$ cat src/rtl/pmu_slot_pkg.sv
package pmu_slot_pkg;
  localparam int NSLOT  = 10;
  localparam int SLOT_W = $clog2(NSLOT);
  localparam int CLS_W  = 3;

  typedef enum logic [CLS_W-1:0] {
    EV_CYCLES  = 3'd0,
    EV_INSTR   = 3'd1,
    EV_NARROW  = 3'd2,
    EV_MID     = 3'd3,
    EV_GENERAL = 3'd4
  } ev_class_e;

  // eligibility mask of an event class; unknown codes allow nothing
  function automatic logic [NSLOT-1:0] class_mask(input logic [CLS_W-1:0] code);
    logic [NSLOT-1:0] m;
    m = '0;
    case (code)
      EV_CYCLES:  m[0] = 1'b1;
      EV_INSTR:   m[1] = 1'b1;
      EV_NARROW:  m[6] = 1'b1;
      EV_MID:     m[7:5] = 3'b111;
      EV_GENERAL: m[9:2] = 8'hFF;
      default:    m = '0;
    endcase
    return m;
  endfunction

  // binary index of a one-hot vector (zero when empty)
  function automatic logic [SLOT_W-1:0] onehot_index(input logic [NSLOT-1:0] oh);
    logic [SLOT_W-1:0] idx;
    idx = '0;
    for (int i = 0; i < NSLOT; i++)
      if (oh[i]) idx = idx | SLOT_W'(i);
    return idx;
  endfunction
endpackage

$ cat src/rtl/pmu_ev_mask_decode.sv
module pmu_ev_mask_decode
  import pmu_slot_pkg::*;
(
  input  logic             raw_sel,
  input  logic [CLS_W-1:0] cls,
  input  logic [NSLOT-1:0] raw_mask,
  output logic [NSLOT-1:0] elig
);
  assign elig = raw_sel ? raw_mask : class_mask(cls);
endmodule

$ cat src/rtl/pmu_lowest_pick.sv
module pmu_lowest_pick
  import pmu_slot_pkg::*;
(
  input  logic [NSLOT-1:0]  cand,
  output logic [NSLOT-1:0]  pick_onehot,
  output logic              pick_hit,
  output logic [SLOT_W-1:0] pick_idx
);
  // below[i]: some candidate exists at an index lower than i
  logic [NSLOT-1:0] below;

  for (genvar i = 0; i < NSLOT; i++) begin : g_chain
    if (i == 0) begin : g_first
      assign below[i] = 1'b0;
    end else begin : g_rest
      assign below[i] = below[i-1] | cand[i-1];
    end
    assign pick_onehot[i] = cand[i] & ~below[i];
  end

  assign pick_hit = |pick_onehot;
  assign pick_idx = onehot_index(pick_onehot);
endmodule

$ cat src/rtl/pmu_slot_occupancy.sv
module pmu_slot_occupancy
  import pmu_slot_pkg::*;
(
  input  logic              clk,
  input  logic              rst_n,
  input  logic [NSLOT-1:0]  set_onehot,
  input  logic              rel_valid,
  input  logic [SLOT_W-1:0] rel_slot,
  input  logic              clr_all,
  output logic [NSLOT-1:0]  occ_q,
  output logic              warn_q,
  output logic              rel_ignored
);
  logic [NSLOT-1:0] rel_onehot;
  logic             rel_hit;

  always_comb begin
    rel_onehot = '0;
    if (rel_valid && (rel_slot < SLOT_W'(NSLOT)))
      rel_onehot = NSLOT'(1) << rel_slot;
  end

  assign rel_hit     = |(rel_onehot & occ_q);
  assign rel_ignored = rel_valid & ~rel_hit;

  always_ff @(posedge clk) begin
    if (!rst_n) begin
      occ_q  <= '0;
      warn_q <= 1'b0;
    end else if (clr_all) begin
      occ_q  <= '0;
      warn_q <= 1'b0;
    end else begin
      occ_q  <= (occ_q & ~(rel_hit ? rel_onehot : '0)) | set_onehot;
      warn_q <= warn_q | rel_ignored;
    end
  end
endmodule

$ cat src/rtl/pmu_slot_allocator.sv
module pmu_slot_allocator
  import pmu_slot_pkg::*;
(
  input  logic              clk,
  input  logic              rst_n,
  input  logic              req_valid,
  output logic              req_ready,
  input  logic              req_raw,
  input  logic [CLS_W-1:0]  req_class,
  input  logic [NSLOT-1:0]  req_mask,
  output logic              gnt_valid,
  output logic              gnt_ok,
  output logic [SLOT_W-1:0] gnt_slot,
  input  logic              rel_valid,
  input  logic [SLOT_W-1:0] rel_slot,
  input  logic              clr_all,
  output logic [NSLOT-1:0]  occ,
  output logic              rel_warn
);
  // named internal events, observed by the bound checker
  logic              accept;
  logic [NSLOT-1:0]  elig;
  logic [NSLOT-1:0]  cand;
  logic [NSLOT-1:0]  pick_onehot;
  logic              pick_hit;
  logic [SLOT_W-1:0] pick_idx;
  logic [NSLOT-1:0]  set_onehot;
  logic              rel_ignored;

  logic              gnt_valid_q;
  logic              gnt_ok_q;
  logic [SLOT_W-1:0] gnt_slot_q;

  assign req_ready = ~clr_all;
  assign accept    = req_valid & req_ready;

  pmu_ev_mask_decode u_decode (
    .raw_sel (req_raw),
    .cls     (req_class),
    .raw_mask(req_mask),
    .elig    (elig)
  );

  assign cand = elig & ~occ;

  pmu_lowest_pick u_pick (
    .cand       (cand),
    .pick_onehot(pick_onehot),
    .pick_hit   (pick_hit),
    .pick_idx   (pick_idx)
  );

  assign set_onehot = accept ? pick_onehot : '0;

  pmu_slot_occupancy u_occ (
    .clk        (clk),
    .rst_n      (rst_n),
    .set_onehot (set_onehot),
    .rel_valid  (rel_valid),
    .rel_slot   (rel_slot),
    .clr_all    (clr_all),
    .occ_q      (occ),
    .warn_q     (rel_warn),
    .rel_ignored(rel_ignored)
  );

  always_ff @(posedge clk) begin
    if (!rst_n) begin
      gnt_valid_q <= 1'b0;
      gnt_ok_q    <= 1'b0;
      gnt_slot_q  <= '0;
    end else begin
      gnt_valid_q <= accept;
      if (accept) begin
        gnt_ok_q   <= pick_hit;
        gnt_slot_q <= pick_hit ? pick_idx : '0;
      end
    end
  end

  assign gnt_valid = gnt_valid_q;
  assign gnt_ok    = gnt_ok_q;
  assign gnt_slot  = gnt_slot_q;
endmodule

$ cat config.mk
export PLATFORM = sky130hd
export DESIGN_NAME = pmu_slot_allocator
export DESIGN_NICKNAME = d
export VERILOG_FILES = /design/src/rtl/pmu_slot_pkg.sv /design/src/rtl/pmu_ev_mask_decode.sv /design/src/rtl/pmu_lowest_pick.sv /design/src/rtl/pmu_slot_occupancy.sv /design/src/rtl/pmu_slot_allocator.sv
export SDC_FILE = /design/constraint.sdc
export NUM_CORES = 1
export LEC_CHECK = 0
export ABC_AREA = 1
export CELL_PAD_IN_SITES_DETAIL_PLACEMENT = 1
export CELL_PAD_IN_SITES_GLOBAL_PLACEMENT = 2
export CORE_MARGIN = 4
export CORE_UTILIZATION = 21
export DETAILED_ROUTE_END_ITERATION = 6
export PLACE_DENSITY_LB_ADDON = 0.12
export SETUP_SLACK_MARGIN = 0.1
export SLEW_MARGIN = 40
export SYNTH_ARGS = -nofsm -noshare
export SYNTH_HDL_FRONTEND = slang
export SYNTH_HIERARCHICAL = 1
export SYNTH_SLANG_ARGS = --single-unit
$ cat constraint.sdc
create_clock -name clk -period 1.6 [get_ports clk]
set_input_delay 0.4 -clock clk [delete_from_list [all_inputs] [get_ports clk]]
set_output_delay 0.4 -clock clk [all_outputs]
set_load 0.005 [all_outputs]
---- Yosys cells after proc, flatten, opt, wreduce, memory -nomap -nowiden ----
Index checks and enable logic that the tools add are counted.
storage, ports and cells
  bits in registers ....................... 17
  input bits .............................. 23
  output and inout port bits .............. 18
  logic and storage cells ................. 76
operators by class
  order comparisons ....................... 1
  equality and inequality tests ........... 4
  shifts and indexed selects .............. 1
  multiplexer cells ....................... 20
  bitwise gates (word level) .............. 38
  reductions and logical operators ........ 7
operator list
  cell                    count
  $mux W10                4
  $and A10 B10 Y10        3
  $not A10 Y10            2
  $reduce_or A10 Y1       2
  $mux W3                 5
  $mux W4                 3
  $not A1 Y1              12
  $and A1 B1 Y1           11
  $or A10 B10 Y10         1
  $shl A1 B4 Y10 const A  1
  $or A1 B1 Y1            9
  $eq A3 B2 Y1 const B    2
  $mux W2                 3
  $mux W1                 5
  $lt A4 B4 Y1 const B    1
  $reduce_or A2 Y1        2
  $eq A3 B1 Y1 const B    1
  $eq A3 B3 Y1 const B    1
  $logic_not A3 Y1        1
  $reduce_or A3 Y1        1
  $logic_and A1 B1 Y1     1

---- Longest topological paths before layout ----
Gate-level depths: netlist of the first run.
  depth in word-level cells ............... 17
  gate-level depth with buffers ........... 16
  depth with buffers taken out ............ 16

---- By module ----
The synthesis of the first run kept the hierarchy.
by module, submodules not included
  module              times used  cells an instance  area each (µm²)  sequential area each (µm²)
  pmu_slot_occupancy  1           84                 556.8            220.2
  pmu_slot_allocator  1           80                 419.2            120.1
  pmu_lowest_pick     1           39                 224.0            0.0
  pmu_ev_mask_decode  1           32                 145.1            0.0

---- Worst setup path before layout of the first run ----
Ideal clock, no wire load.
  kind .................................... in2reg
  start ................................... in req_raw
  end ..................................... reg gnt_ok_q (netlist: gnt_ok)
  library setup time ...................... 113 ps
  data arrival time ....................... 1626 ps
  required time ........................... 1487 ps
  path slack .............................. -139 ps
  cell stages on the path ................. 14
  cell sequence ........................... buf_6 > nand2_1 > nand2_1 > inv_1 > nor2_1 > nor2_4 > nand4_4 > nor2_4 > nand3_4 > inv_1 > nand3_1 > nand3b_1 > nand2_1 > nor2_1
on the way
  cells in the longest elaborated chain, start to end .. 13
  elaborated cells on any way between the ends .. 29
  classes of those cells .................. mux (1); bitwise (27); reduce/logical (1)
ends and longest elaborated chain
  item                       RTL line                  RTL
  start: declaration         pmu_slot_allocator.sv:8   input logic req_raw,
  $mux W10 *                 pmu_ev_mask_decode.sv:9   assign elig = raw_sel ? raw_mask : class_mask(cls);
  named net elig[1]          pmu_slot_allocator.sv:22  logic [NSLOT-1:0] elig;
  $and A10 B10 Y10 *         pmu_slot_allocator.sv:44  assign cand = elig & ~occ;
  named net cand[1]          pmu_slot_allocator.sv:23  logic [NSLOT-1:0] cand;
  $or A1 B1 Y1 (8 in a row)  pmu_lowest_pick.sv:16     assign below[i] = below[i-1] | cand[i-1];
  $not A1 Y1                 pmu_lowest_pick.sv:18     assign pick_onehot[i] = cand[i] & ~below[i];
  $and A1 B1 Y1              pmu_lowest_pick.sv:18
  $reduce_or A10 Y1 *        pmu_lowest_pick.sv:21     assign pick_hit = |pick_onehot;
  named net pick_hit         pmu_slot_allocator.sv:25  logic pick_hit;
  end signal: assignment     pmu_slot_allocator.sv:75  gnt_ok_q <= pick_hit;
  end: declaration           pmu_slot_allocator.sv:31  logic gnt_ok_q;
Mark *: on every way through the listed nets, which the timed path passes. The rest lies on a longest branch.
A chain may end at the register's enable or synchronous reset.

---- Worst setup path after layout of the first run ----
Same ends and word-level chain as after synthesis.

==> reports/results.ini, run 1 <==
[sta]
slew_violations = 0
period_needed_ps = 1690
fin_ws_ps = -91.8
maxSlewHeadroom_pct = 82.8
rsz0062_at_grt = true
clock_skew_ps = 10.5
finalSetupViolations = 6
max_freq_ghz = 0.591
tightest_slew_ps = 256
post-route-period-util_pct = 106
hold_viol_final = 0

[critical_path]
crit_chain = buf_12 -> buf_6 -> nand2_2 -> nand2_2 -> inv_2 -> nor2_4 -> nor2_4 -> nand4_4 -> nor2_4 -> nand3_4 -> inv_2 -> nand3_4 -> nand3b_1 -> nand2_1 -> nor2_1
crit_path_start = req_raw
critical_path_buf_inv_count = 4
required_ps = 1760
path_delay_family = simple AND/OR/NAND/NOR gates
rrSetupSlack_ps = 80
arrival_ps = 1850
crit_path_top_delay_cell = nor2_4
crit_path_frequent_cell = nor2_4
crit_path_start_kind = primary input
path_class = primary input to flip-flop
cp_slowest_stage_delay_ps = 200
critPathMaxFanout = 5
r2r-start = u_occ/occ_q[0]
end_kind = flip-flop

[power]
report.power.total_mw = 1.19
p_leak_nw = 1.23
p_clk_share_pct = 27.5
internal-power_mw = 0.814
seqPwrFrac_pct = 37.1
power_frac_comb_pct = 35.4
net-switching-power_mw = 0.375
power_density_nw_per_um2 = 508
switching_share_pct = 31.5
peakVddDrop_mv = 0.260

[drt]
ant_nets = 0
viasPerCell = 4.10
wl_per_cell_um = 11.8
vias = 1612
drcViolationCount = 0
totalWireLength_um = 4630
drt_pass1_iterations = 4
drt_iter0_markers = 21

[floorplanning]
initial_core_util_pct = 22.1
die_h_um = 87.9
boundaryPins = 41
die_area_um2 = 7730
core_um2 = 6060
rows = 28
die_w_um = 87.9

[clock_tree]
cts_tree = yes
cts.path.max_buffers = 2
cts_buffers = 3
worst_skew_pair.late_latency_ps = 250
clkTransAtPathRegs_ps = 80
root_buffer = clkbuf_8
cts.sinks = 17
cts_max_level = 1

[cells_and_area]
drive_gt1_share_pct = 35.5
diodes = 0
final_cell_mix = nor2_1, nand2_1, inv_1
area_growth_pct = 74.4
layout_commonest_cell = nor2_1
nNetsFinal = 342
final_area_um2 = 2340

[global_routing]
grt_pass1_vias = 1691
globalRouteMet1Util_pct = 18.0
met2_usage_pct = 22.0
grt_max_degree = 19
grt_busiest_layer = met2
track_usage_pct = 13.2
met3_usage_pct = 1.32
antenna_found_initial = 0
grt_pass1_wl_um = 8110
grt_remaining_overflow = 0

[status]
status = finished, violations left
failed_checks = negative setup slack

[placement]
dpl-instance-area_um2 = 2070
dp_hpwl_um = 3770
port_buffers = 40
place.gp.congestion = 0.775

[flow_run]
cap_violations = 0

[synth]
syn_nets = 257
synth_area_per_cell_um2 = 5.73
yosys_warnings = 6
netlist_area_um2 = 1340
netlist_instances = 234

[hold_path]
hp-start = u_occ/warn_q
hold_path_class = flip-flop to flip-flop

worst paths after layout:
check | depth (start not counted) | endpoint
min | 2 | u_occ/warn_q
min reg2reg | 2 | u_occ/warn_q
max | 15 | gnt_ok
max reg2reg | 10 | gnt_ok
worst reg2reg max path, cell delays in order, from the launching register on:
cell and delay [ps]:
dfxtp_2 360, nor2_4 50, nor2_4 130, nand4_4 140, nor2_4 200, nand3_4 120, inv_2 80, nand3_4 80
nand3b_1 170, nand2_1 70, nor2_1 40
through the flow:
stage	setup TNS, ps	instances	util, %	worst slack [ps]	hold WS (ps)
final	-304	393	38.6	-91.8	461
after global routing	-1580	393	38.6	-210	483
after CTS	-225	391	37.8	-75.8	468
after detailed placement	-10410	378	34.1	-808	455
after global placement	-9940	378	34.1	-771	455
after floorplan	-483	234	-	-115	456
layout make-up:
cell class | instances | area [um^2]
fillers | 818 | 3720
multi-input cells | 161 | 891
repair buffers | 84 | 757
flip-flops and latches | 17 | 354
inverters | 52 | 198
well taps | 75 | 93.8
clock buffers | 3 | 41.3
clock inverters | 1 | 5.00
power by group through the flow:
| stage | logic (mW) | clock network (mW) | registers (mW) |
|---|---|---|---|
| 3_3_place_gp | 0.360 | 0 | 0.453 |
| 3_5_place_dp | 0.365 | 0 | 0.453 |
| 2_1_floorplan | 0.178 | 0 | 0.454 |
| 6_report | 0.421 | 0.327 | 0.441 |
| 5_1_grt | 0.474 | 0.358 | 0.443 |
| 4_1_cts | 0.412 | 0.341 | 0.441 |
registers in the layout, summed over array words and instances, names as in the netlist:
| signal | flops |
|---|---|
| u_occ/occ_q | 10 |
| gnt_slot | 4 |
| gnt_ok | 1 |
| gnt_valid | 1 |
| u_occ/warn_q | 1 |
timing repair:
action / CTS / global route
setup endpoints to repair: 31 / 19
pin swaps: 41 / 22
hold buffers: 0 / 0
setup buffers: 9 / 2
resized for setup: 97 / 14
layer usage:
layer	vias up	share of wire, %
li1	870	-
met2	25	47
met1	715	49
met5	-	0
met4	0	1.0
met3	2	3.5
(Power assumes the default switching activity.)
==> run 2: changes to the inputs <==
CORE_UTILIZATION = 23   (was 21)
clock period = 1.9 ns   (was 1.6 ns; I/O delays follow)
==> run 2 against run 1 <==
Compared with the run above:
- the run now ends clean
- non-clock buffer count decreased by 4
- flip-flop and latch count unchanged
- wire length decreased by 8.0%
- clock skew shrank 0.53 ps
- clock-buffer cell count unchanged
- setup slack better by 230 ps
- total power down 18%
- global-route usage fell by 0.74 points
- clock power is 17% lower
- sequential power fell by 15%
- largest cell class unchanged
==> reports/results.ini, run 2 (same netlist as run 1, synthesis figures left out) <==
[drt]
totalWireLength_um = 4260  ; -8.0%
drcViolationCount = 0  ; unchanged
wl_per_cell_um = 11.0  ; -6.3%
ant_nets = 0  ; unchanged
vias = 1557  ; -3.4%
viasPerCell = 4.03  ; -1.7%
drt_iter0_markers = 28  ; +33%
drt_pass1_iterations = 4  ; unchanged

[hold_path]
hp-start = u_occ/warn_q
holdPathEnd = u_occ/warn_q
hold_path_class = flip-flop to flip-flop
hold_depth = 2  ; unchanged

[cells_and_area]
nNetsFinal = 338  ; -1.2%
drive_gt1_share_pct = 27.7  ; -7.8 points
diodes = 0  ; unchanged
final_cell_mix = nor2_1, inv_1, nand2_1
largest_reg_flops = 10  ; unchanged
final_area_um2 = 2220  ; -5.1%
fillers = 751  ; -8.2%
layout_commonest_cell = nor2_1
area_growth_pct = 65.5
max_flop_register = u_occ/occ_q

[sta]
clock_skew_ps = 9.97  ; -0.535 ps
hold_slack_ps = 461  ; +0.222 ps
hold_viol_final = 0  ; unchanged
rsz0062_at_grt = true
tightest_slew_ps = 412  ; +156 ps
slew_violations = 0  ; unchanged
max_freq_ghz = 0.569
period_needed_ps = 1760
maxSlewHeadroom_pct = 72.5  ; -10 points
finalSetupViolations = 0  ; -6
post-route-period-util_pct = 92.5

[critical_path]
reg2reg_depth = 11  ; +1
path_class = primary input to flip-flop
reg2reg_to = gnt_ok
cp_slowest_stage_delay_ps = 170  ; -30 ps
rrSetupSlack_ps = 290  ; +210 ps
arrival_ps = 1910  ; +60 ps
required_ps = 2050  ; +290 ps
crit_path_frequent_cell = nor2_4
r2r-start = u_occ/occ_q[1]
crit_path_start_kind = primary input
path_delay_family = simple AND/OR/NAND/NOR gates
critPathMaxFanout = 5  ; unchanged
end_kind = flip-flop
crit_chain = buf_8 -> buf_4 -> nand2_2 -> nand2_2 -> inv_2 -> nor2_4 -> nor2_4 -> nand4_4 -> nor2_4 -> nand3_4 -> inv_2 -> nand3_4 -> nand3b_1 -> nand2_1 -> nor2_1
critical_path_buf_inv_count = 4  ; unchanged
crit_path_top_delay_cell = nor2_4

[flow_run]
cap_violations = 0  ; unchanged

[floorplanning]
rows = 27  ; -3.6%
die_w_um = 84.4  ; -4.0%
die_area_um2 = 7120  ; -7.9%
core_um2 = 5570  ; -8.0%
die_h_um = 84.4  ; -4.0%
boundaryPins = 41  ; unchanged
initial_core_util_pct = 24.1  ; +1.9 points

[clock_tree]
cts_max_level = 1  ; unchanged
worst_skew_pair.late_latency_ps = 250  ; about the same
cts_buffers = 3  ; unchanged
cts.path.max_buffers = 2  ; unchanged
ctsHoldBuffers = 0  ; unchanged
cts.sinks = 17  ; unchanged
cts_tree = yes
clkTransAtPathRegs_ps = 70  ; about the same
root_buffer = clkbuf_8

[power]
p_leak_nw = 1.09  ; -12%
power_density_nw_per_um2 = 441  ; -13%
report.power.total_mw = 0.979  ; -18%
peakVddDrop_mv = 0.190  ; -27%

[placement]
dp_hpwl_um = 3580  ; -5.1%
dpl-instance-area_um2 = 2060  ; -0.30%
place.gp.congestion = 0.771  ; -0.55%
port_buffers = 40  ; unchanged

[status]
status = finished clean

[global_routing]
grt_max_degree = 19  ; unchanged
grt_pass1_vias = 1662  ; -1.7%
grt_pass1_wl_um = 7330  ; -9.6%
track_usage_pct = 12.5  ; -0.74 points
grt_remaining_overflow = 0  ; unchanged
antenna_found_initial = 0  ; unchanged

-- run 2: cell types whose count changed in the layout (fill, tap and decap cells not counted), sizes merged --
cell and change:
clkdlybuf4s50 +20, clkbuf +1, dlymetal6s2s -1, dlygate4sd2 -18, buf -4, clkdlybuf4s15 -2
-- run 2: where the power goes --
part	switching [mW]	leakage [nW]	internal, mW
sequential	0.00659	0.138	0.367
combinational	0.165	0.922	0.170
clock	0.126	0.0255	0.145
total	0.297	1.09	0.682
-- run 2: per-layer routing --
layer  global-route usage [%]  share of wire [%]
met3                     1.96                3.9
met1                     16.8                 50
met4                     3.02               0.68
met2                     20.9                 45
met5                        0                  0
-- run 2: worst min-delay path, stage by stage, from the launching register on --
cell and delay, ps:
dfxtp_1 310, inv_1 60, a21oi_2 50
-- run 2: worst max-delay path by stage --
stage,startpoint,to,slack [ps],cells past startpoint
final,req_raw,gnt_ok,140,15
after global routing,req_raw,gnt_ok,-9,15
after CTS,req_raw,gnt_slot[1],90,17
after detailed placement,req_raw,gnt_slot[1],-670,17
after global placement,req_raw,gnt_ok,-590,16
after floorplan,req_raw,gnt_ok,100,14
-- run 2: layout make-up --
type | instances | area [um^2] | area share (%)
Multi-Input combinational cell | 161 | 845 | 38.0
Timing Repair Buffer | 80 | 703 | 31.7
Sequential cell | 17 | 340 | 15.3
Inverter | 52 | 195 | 8.79
Tap cell | 72 | 90.1 | 4.06
Clock buffer | 3 | 41.3 | 1.86
Clock inverter | 1 | 5.00 | 0.225
-- run 2: repair_timing --
item,in CTS,in global routing
resized for setup,32,24
setup buffers,5,1
setup endpoints to repair,16,14
pin swaps,20,17
-- run 2: per-stage QoR --
step                setup slack (ps)  util, %  setup TNS, ps  instances
floorplan                        102        -              0        234
global placement                -595     37.0          -6830        376
detailed placement              -669     37.0          -7570        376
CTS                             89.2     38.5              0        385
global route                   -9.41     39.8          -16.7        386
finish                           142     39.8              0        386
==> run 3: changes to the inputs <==
GPL_ROUTABILITY_DRIVEN = 0   (was default)
==> results of run 3 <==
Same layout as run 2: the final DEF is identical, and so are final timing and power.
